$ cat config.mk
export PLATFORM = sky130hd
export DESIGN_NAME = sw_bus_master
export DESIGN_NICKNAME = d
export VERILOG_FILES = /design/src/rtl/sw_bus_master.sv
export SDC_FILE = /design/constraint.sdc
export NUM_CORES = 1
export LEC_CHECK = 0
export BUFFER_PORTS_ARGS = -buffer_cell sky130_fd_sc_hd__buf_2
export CAP_MARGIN = 20
export CORE_ASPECT_RATIO = 1.75
export CORE_MARGIN = 4
export CORE_UTILIZATION = 45
export CTS_BUF_LIST = sky130_fd_sc_hd__clkbuf_4
export DETAILED_ROUTE_END_ITERATION = 10
export PLACE_DENSITY_LB_ADDON = 0.1
export SLEW_MARGIN = 30
export SYNTH_ARGS = -nofsm -noshare
export SYNTH_HDL_FRONTEND = slang
export SYNTH_SLANG_ARGS = --single-unit
$ cat constraint.sdc
create_clock -name clk -period 2.3 [get_ports clk]
set_input_delay 0.345 -clock clk [delete_from_list [all_inputs] [get_ports clk]]
set_output_delay 0.345 -clock clk [all_outputs]
set_load 0.01 [all_outputs]
$ cat src/rtl/sw_bus_master.sv
module sw_bus_master #(
  parameter int CLK_PER_US    = 250,
  parameter int RST_LOW_US    = 480,
  parameter int RST_WAIT_US   = 480,
  parameter int RST_SAMPLE_US = 70,
  parameter int SLOT_US       = 60,
  parameter int REC_US        = 1,
  parameter int W1_LOW_US     = 6,
  parameter int W0_LOW_US     = 60,
  parameter int RD_LOW_US     = 6,
  parameter int RD_SAMPLE_US  = 15
) (
  input  logic       clk,
  input  logic       rst_n,
  input  logic       cmd_valid,
  input  logic [1:0] cmd_op,
  input  logic [7:0] cmd_data,
  input  logic       bus_in,
  output logic       bus_pull,
  output logic       busy,
  output logic       done,
  output logic       presence,
  output logic [7:0] rx_data
);

  localparam int PW       = (CLK_PER_US > 1) ? $clog2(CLK_PER_US) : 1;
  localparam int RST_LEN  = RST_LOW_US + RST_WAIT_US;
  localparam int SLOT_LEN = SLOT_US + REC_US;
  localparam int MAX_LEN  = (RST_LEN > SLOT_LEN) ? RST_LEN : SLOT_LEN;
  localparam int TW       = $clog2(MAX_LEN + 1);
  localparam int LW       = $clog2(RST_LEN * CLK_PER_US + 2);
  localparam logic [PW-1:0] PRE_LAST = PW'(CLK_PER_US - 1);

  typedef enum logic [1:0] {IDLE, RESET, WRITE, READ} state_t;

  state_t        st;
  logic [PW-1:0] pre;
  logic [TW-1:0] t;
  logic [2:0]    bitn;
  logic [7:0]    sh;
  logic [1:0]    sync;
  logic          tick, slot_end, samp, accept;
  logic [TW-1:0] low_us, len_us, samp_us;

  assign tick     = (pre == PRE_LAST);
  assign busy     = (st != IDLE);
  assign accept   = !busy && cmd_valid && (cmd_op != 2'b11);
  assign bus_pull = busy && (t < low_us);
  assign slot_end = busy && tick && (t == len_us - TW'(1));
  assign samp     = tick && (st == RESET || st == READ) && (t == samp_us - TW'(1));

  always_comb begin
    low_us  = '0;
    len_us  = TW'(SLOT_LEN);
    samp_us = '0;
    case (st)
      RESET: begin
        low_us  = TW'(RST_LOW_US);
        len_us  = TW'(RST_LEN);
        samp_us = TW'(RST_LOW_US + RST_SAMPLE_US);
      end
      WRITE: low_us = sh[0] ? TW'(W1_LOW_US) : TW'(W0_LOW_US);
      READ: begin
        low_us  = TW'(RD_LOW_US);
        samp_us = TW'(RD_SAMPLE_US);
      end
      default: ;
    endcase
  end

  always_ff @(posedge clk or negedge rst_n)
    if (!rst_n) sync <= 2'b11;
    else        sync <= {sync[0], bus_in};

  always_ff @(posedge clk or negedge rst_n) begin
    if (!rst_n) begin
      st       <= IDLE;
      pre      <= '0;
      t        <= '0;
      bitn     <= '0;
      sh       <= '0;
      presence <= 1'b0;
      rx_data  <= '0;
      done     <= 1'b0;
    end else begin
      done <= 1'b0;
      if (!busy) begin
        pre  <= '0;
        t    <= '0;
        bitn <= '0;
        if (accept) begin
          case (cmd_op)
            2'b00:   st <= RESET;
            2'b01:   st <= WRITE;
            default: st <= READ;
          endcase
          if (cmd_op == 2'b01) sh <= cmd_data;
        end
      end else begin
        pre <= tick ? '0 : pre + PW'(1);
        if (samp) begin
          if (st == RESET) presence <= ~sync[1];
          else             sh <= {sync[1], sh[7:1]};
        end
        if (slot_end) begin
          t <= '0;
          if (st == RESET || bitn == 3'd7) begin
            st   <= IDLE;
            done <= 1'b1;
            if (st == READ) rx_data <= sh;
          end else begin
            bitn <= bitn + 3'd1;
            if (st == WRITE) sh <= {1'b0, sh[7:1]};
          end
        end else if (tick) begin
          t <= t + TW'(1);
        end
      end
    end
  end

  logic [LW-1:0] low_run, rel_run;
  always_ff @(posedge clk or negedge rst_n)
    if (!rst_n) begin
      low_run <= '0;
      rel_run <= '1;
    end else begin
      low_run <= bus_pull ? low_run + LW'(1) : '0;
      rel_run <= bus_pull ? '0 : ((rel_run == '1) ? rel_run : rel_run + LW'(1));
    end


  pull_width_chk: assert property (@(posedge clk) disable iff (!rst_n)
    $fell(bus_pull) |-> (int'(low_run) == RST_LOW_US * CLK_PER_US ||
                         int'(low_run) == W0_LOW_US * CLK_PER_US ||
                         int'(low_run) == W1_LOW_US * CLK_PER_US ||
                         int'(low_run) == RD_LOW_US * CLK_PER_US));

  recovery_chk: assert property (@(posedge clk) disable iff (!rst_n)
    $rose(bus_pull) |-> int'(rel_run) >= REC_US * CLK_PER_US);

  done_pulse_chk: assert property (@(posedge clk) disable iff (!rst_n)
    done |-> (!busy && $past(busy)));

  rx_hold_chk: assert property (@(posedge clk) disable iff (!rst_n)
    !done |-> $stable(rx_data));

  accept_chk: assert property (@(posedge clk) disable iff (!rst_n)
    (!busy && cmd_valid && cmd_op != 2'b11) |=> busy);

  bad_op_chk: assert property (@(posedge clk) disable iff (!rst_n)
    (!busy && cmd_valid && cmd_op == 2'b11) |=> (!busy && !bus_pull));

  presence_hold_chk: assert property (@(posedge clk) disable iff (!rst_n)
    !busy |=> $stable(presence));

endmodule

# [Yosys cells after proc, flatten, opt, wreduce, memory -nomap -nowiden]
# Cells that the tools add are included.
[op_classes] add_sub_neg=5 order_cmp=1 eq_ne=13 muxes=28 bitwise=1 n_reduce_logical=19
[op_table] operator="$mux 8" n=10
[op_table] operator="$mux 10" n=4
[op_table] operator="$pmux 9 s3" n=1
[op_table] operator="$eq 10x10->1" n=2
[op_table] operator="$pmux 10 s2" n=1
[op_table] operator="$sub 10x1->10 const B" n=2
[op_table] operator="$add 10x1->10 const B" n=1
[op_table] operator="$lt 10x10->1" n=1
[op_table] operator="$mux 3" n=3
[op_table] operator="$add 8x1->8 const B" n=1
[op_table] operator="$eq 8x8->1 const B" n=1
[op_table] operator="$mux 2" n=4
[op_table] operator="$logic_and 1x1->1" n=7
[op_table] operator="$mux 6" n=1
[op_table] operator="$reduce_and 3->1" n=2
[op_table] operator="$reduce_bool 2->1" n=3
[op_table] operator="$eq 2x1->1 const B" n=2
[op_table] operator="$eq 2x2->1 const B" n=2
[op_table] operator="$ne 2x1->1 const B" n=2
[op_table] operator="$ne 2x2->1 const B" n=2
[op_table] operator="$pmux 2 s2" n=1
[op_table] operator="$reduce_and 2->1" n=2
[op_table] operator="$reduce_and 4->1" n=1
[op_table] operator="$add 3x1->3 const B" n=1
[op_table] operator="7 further kinds" n=10
[word_totals] register_bits=43 inputBits=14 output_inout_bits=12 word_cells=76

# [Depth between registers and ports, before layout]
[depth] word_depth=10 depth_mapped=8 mapped_depth_nobuf=7

# [Worst setup path before layout]
# No wires, ideal clock.
[synth_path] path_type="register to register" start="reg t[7]" end="reg sh[6]" setup_time_ns=0.123 t_arrival_ns=1.878 required_ns=2.177 setup_slack_ns=0.300 stages_incl_launch_ff=6 period_less_slack_ns=2.000 cell_sequence="dfrtp_1 -> or4b_1 -> o32ai_2 -> and3_2 -> a22oi_1 -> o221a_2"
[synth_via] elab_chain_len=7
[synth_lines] item="from (decl)" line_no="38" text="logic [TW-1:0] t;"
[synth_lines] item="from (signal assigned)" line_no="116" text="t <= t + TW'(1);"
[synth_lines] item="$eq 10x10->1" line_no="50" text="assign samp = tick && (st == RESET || st == READ) && (t == samp_us - TW'(1));"
[synth_lines] item="$logic_and 1x1->1" line_no="50"
[synth_lines] item="$mux 8" line_no="101" text="if (samp) begin"
[synth_lines] item="$mux 8" line_no="113" text="if (st == WRITE) sh <= {1'b0, sh[7:1]};"
[synth_lines] item="$mux 8" line_no="107" text="if (st == RESET || bitn == 3'd7) begin"
[synth_lines] item="$mux 8 (*)" line_no="105" text="if (slot_end) begin"
[synth_lines] item="$mux 8 (*)" line_no="87" text="if (!busy) begin"
[synth_lines] item="to (signal assigned)" line_no="97" text="if (cmd_op == 2'b01) sh <= cmd_data;"
[synth_lines] item="to (signal assigned)" line_no="103" text="else sh <= {sync[1], sh[7:1]};"
[synth_lines] item="to (signal assigned)" line_no="113"
[synth_lines] item="to (decl)" line_no="40" text="logic [7:0] sh;"
# Every way passes the cells marked *; elsewhere a longest branch is shown, timed or not.
# A chain may end at the register's enable or synchronous reset.

# [Worst setup path in the final report]
[layout_path] start="reg st[0]" end="out bus_pull"
[layout_via] elab_chain_len=4
[layout_lines] item="from (decl)" line_no="36" text="state_t st;"
[layout_lines] item="from (signal assigned)" line_no="77" text="st <= IDLE;"
[layout_lines] item="from (signal assigned)" line_no="93" text="2'b00: st <= RESET;"
[layout_lines] item="from (signal assigned)" line_no="94" text="2'b01: st <= WRITE;"
[layout_lines] item="$eq 2x2->1 / $eq 2x1->1 (equally long branches)" line_no="56" text="case (st)"
[layout_lines] item="$pmux 9 s3" line_no="56"
[layout_lines] item="$lt 10x10->1" line_no="48" text="assign bus_pull = busy && (t < low_us);"
[layout_lines] item="$logic_and 1x1->1 (*)" line_no="48"
[layout_lines] item="to (decl)" line_no="19" text="output logic bus_pull,"
# Marks and branches as above.

==> impl_metrics.tcl <==
set metrics [dict create \
    maxSlewHeadroom_pct 71.3 \
    slew_violations 0 \
    yosys.area.top_type "dfrtp_1" \
    synthCells 222 \
    drtPass1Iterations 6 \
    ys_types 45 \
    clock_latency_ns 0.35 \
    fmax_mhz 432 \
    ys_top_cells_by_area "dfrtp_1, ha_1, nor2_1" \
    fin_crit_ns 2.31 \
    intPower_mw 0.914 \
    hp-class "in -> reg" \
    top_usage_layer "met2" \
    grt_pass1_wl_mm 9.02 \
    via_per_inst 5.53 \
    cts.sinks 43 \
    violations "negative setup slack" \
    use_met3_pct 4.01 \
    layout_setup_ws_ns -0.0122 \
    grt_max_degree 22 \
    pin_count 26 \
    vias 1829 \
    synth_fa_ha_area_share_pct 6.53 \
    synth_nets 248 \
    synth_edf_count 0 \
    routedWlPerCell_microns 16.1 \
    synth-async-reset-ratio_pct 100 \
    track_usage_pct 19.1 \
    synth_seq_cells 43 \
    cp-end-kind "output port" \
    io_buffers 25 \
    fin_hold_ws_ns 0.0892 \
    final-instance-count-excl-fill 331 \
    p_seq_share_pct 65.2 \
    ant_nets 0 \
    hold_violations 0 \
    power_per_cell_area_nw_per_um2 418 \
    diodes 0 \
    total_power_mw 1.17 \
    max-cap-violations 0 \
    finalNetCount 302 \
    setup_viol 1 \
    crit_chain "and2b_2, a21oi_2, ha_1, a21oi_2, o31ai_4, a21oi_2, buf_2" \
    tightest_slew_ns 0.431 \
    critPathArrivalTime_ns 1.97 \
    final_layout_size_suffix_gt1_share_pct 36.8 \
    r2r_start "st[1]" \
    rows 34 \
    grt_setup_unrepaired "true" \
    start_kind "register" \
    avgSynthCellArea_sq_um 10.4 \
    place_inst 317 \
    syn2layout_area_growth_pct 21.3 \
    fin_skew_ns 0.00361 \
    place_ws_ns 0.0364 \
    drc 0 \
    finalCritPeriodShare_pct 101 \
    crit_start "st[0]" \
    initial_utilization_pct 46.2 \
    seq_area_frac_synth_pct 46.9 \
    pwr-share-comb_pct 2.8 \
    root_buffer "clkbuf_4" \
    synth_common_cells "dfrtp_1, nor2_1, nand2_1" \
    die_h_microns 103 \
    peakVddDrop_mv 0.326 \
    r2r_slack_ns 0.16 \
    p_sw_share_pct 21.6 \
    core_sq_um 4980 \
    max_stage_delay_ns 0.45 \
    muxShareOfSynthArea_pct 6.09 \
    synthFlopType "dfrtp_1" \
    yosys_warnings 0 \
    fin_setup_tns_ns -0.0122 \
    grt_antenna_before_repair 0 \
    r2r-end "sh[3]" \
    drtIter0Drc 64 \
    synth_top_family_by_area "simple AND/OR/NAND/NOR gates" \
    outcome "finished, violations left" \
    synth_top_area_share_pct 44.6 \
    synthSimpleGateAreaFrac_pct 22.8 \
    synth-xor-area-share_pct 5.33 \
    cts_tree "yes" \
    first_global_vias 1938 \
    p_clk_share_pct 32.0 \
    synth_compound_area_share_pct 10.0 \
    worstPathRequired_ns 1.96 \
    die_x_microns 62.1 \
    worstSetupEndpoint "bus_pull" \
    switchingPower_mw 0.252 \
    die-area_sq_um 6370 \
    synth_most_common_cell "dfrtp_1" \
    p_leak_nw 1.41 \
    dp_hpwl_mm 4.16 \
    gp_congestion 0.844 \
    htreeDepth 2 \
    grt_overflow_total 0 \
    cts_max_path_buffers 2 \
    met2_usage_pct 34.5 \
    met1_usage_pct 21.0 \
    critical_path_class "reg -> out" \
    worst-path-max-fanout 4 \
    crit_top_cell "a21oi_2" \
    wl_mm 5.34 \
    syn_area_sq_um 2300 \
    r2r_cells 6 \
    clk_pin_slew_worst_paths_ns 0.12 \
    cts_inserted_buffers 5 \
    critPathSlowestCell "dfrtp_2" \
]
==> layout by cell type (no fill, tap or decap), types with 6 or more instances in the layout <==
cell / Yosys / routed
nand2_1: 16 / 16
xor2_1: 10 / 10
mux2_2: 8 / 8
ha_1: 12 / 11
inv_1: 10 / 9
buf_2: 2 / 25
o21ai_0: 6 / 6
buf_4: 1 / 24
nand3_1: 14 / 14
dfrtp_1: 41 / 39
o221a_2: 7 / 7
nand4_1: 8 / 8
nor2_1: 27 / 26
clkbuf_4: 0 / 7
or2_2: 9 / 9
==> worst max-delay path: cells and delay by family (launching register included) <==
kind                       cells  cell delay (ns)
and+or+nand+nor                1             0.24
buffers and inverters          1             0.13
DFF                            1             0.45
AOI/OAI and AO/OA              4             0.53
adders and majority gates      1             0.27
==> per-stage QoR <==
step	area (sq um)	utilization, %
2_1_floorplan	2300	-
3_3_place_gp	2620	52.6
3_5_place_dp	2620	52.6
4_1_cts	2750	55.2
5_1_grt	2790	56.1
6_report	2790	56.1
==> layer usage <==
| layer | vias to the layer above | wire (microns) | part of all wire, % |
|---|---|---|---|
| li1 | 904 | - | - |
| met1 | 881 | 2090 | 39 |
| met2 | 34 | 2920 | 55 |
| met3 | 10 | 216 | 4.0 |
| met4 | 0 | 123 | 2.3 |
| met5 | - | 0 | 0 |
==> power by group through the flow <==
| stage | logic, mW | registers (mW) | clock network [mW] |
|---|---|---|---|
| 3_3_place_gp | 0.0325 | 0.774 | 0 |
| 3_5_place_dp | 0.0328 | 0.774 | 0 |
| 6_report | 0.0328 | 0.760 | 0.373 |
| 4_1_cts | 0.0341 | 0.760 | 0.393 |
| 2_1_floorplan | 0.00199 | 0.774 | 0 |
| 5_1_grt | 0.0380 | 0.760 | 0.433 |
==> how the worst min path moves through the flow <==
stage / start / slack [ns] / cells after the start / endpoint
finish: bus_in / 0.09 / 1 / sync[0]
detailed placement: rst_n / 0.25 / 1 / rx_data[6]
global route: bus_in / 0.06 / 1 / sync[0]
CTS: bus_in / 0.08 / 1 / sync[0]
floorplan: rst_n / 0.05 / 0 / bitn[0]
global placement: rst_n / 0.24 / 1 / sh[6]
==> sequential cells by signal, indices dropped and copies added (netlist names) <==
| signal | flops |
|---|---|
| bitn | 3 |
| done | 1 |
| pre | 8 |
| presence | 1 |
| rx_data | 8 |
| sh | 8 |
| st | 2 |
| sync | 2 |
| t | 10 |
==> what timing repair did <==
action	CTS	global route
resized for setup	12	4
hold buffers	1	0
pin swaps	2	2
setup buffers	3	2
hold endpoints to repair	10	0
setup endpoints to repair	4	17
==> cell families (layout without fill, tap and decap cells) <==
kind of cell	after synthesis	after routing
compound gates	29	29
xor+xnor	14	14
flops	43	43
mux	13	13
simple gates	98	98
buf+inv	13	68
fa+ha+maj	12	12
==> layout make-up <==
class,instances,area [sq um]
Fill cell,443,2190
Multi-Input combinational cell,166,1230
Sequential cell,43,1080
Timing Repair Buffer,50,315
Tap cell,54,67.6
Clock buffer,7,52.6
Inverter,10,40.0
Clock inverter,1,5.00
Note: power is estimated with default switching activity, not from simulation.
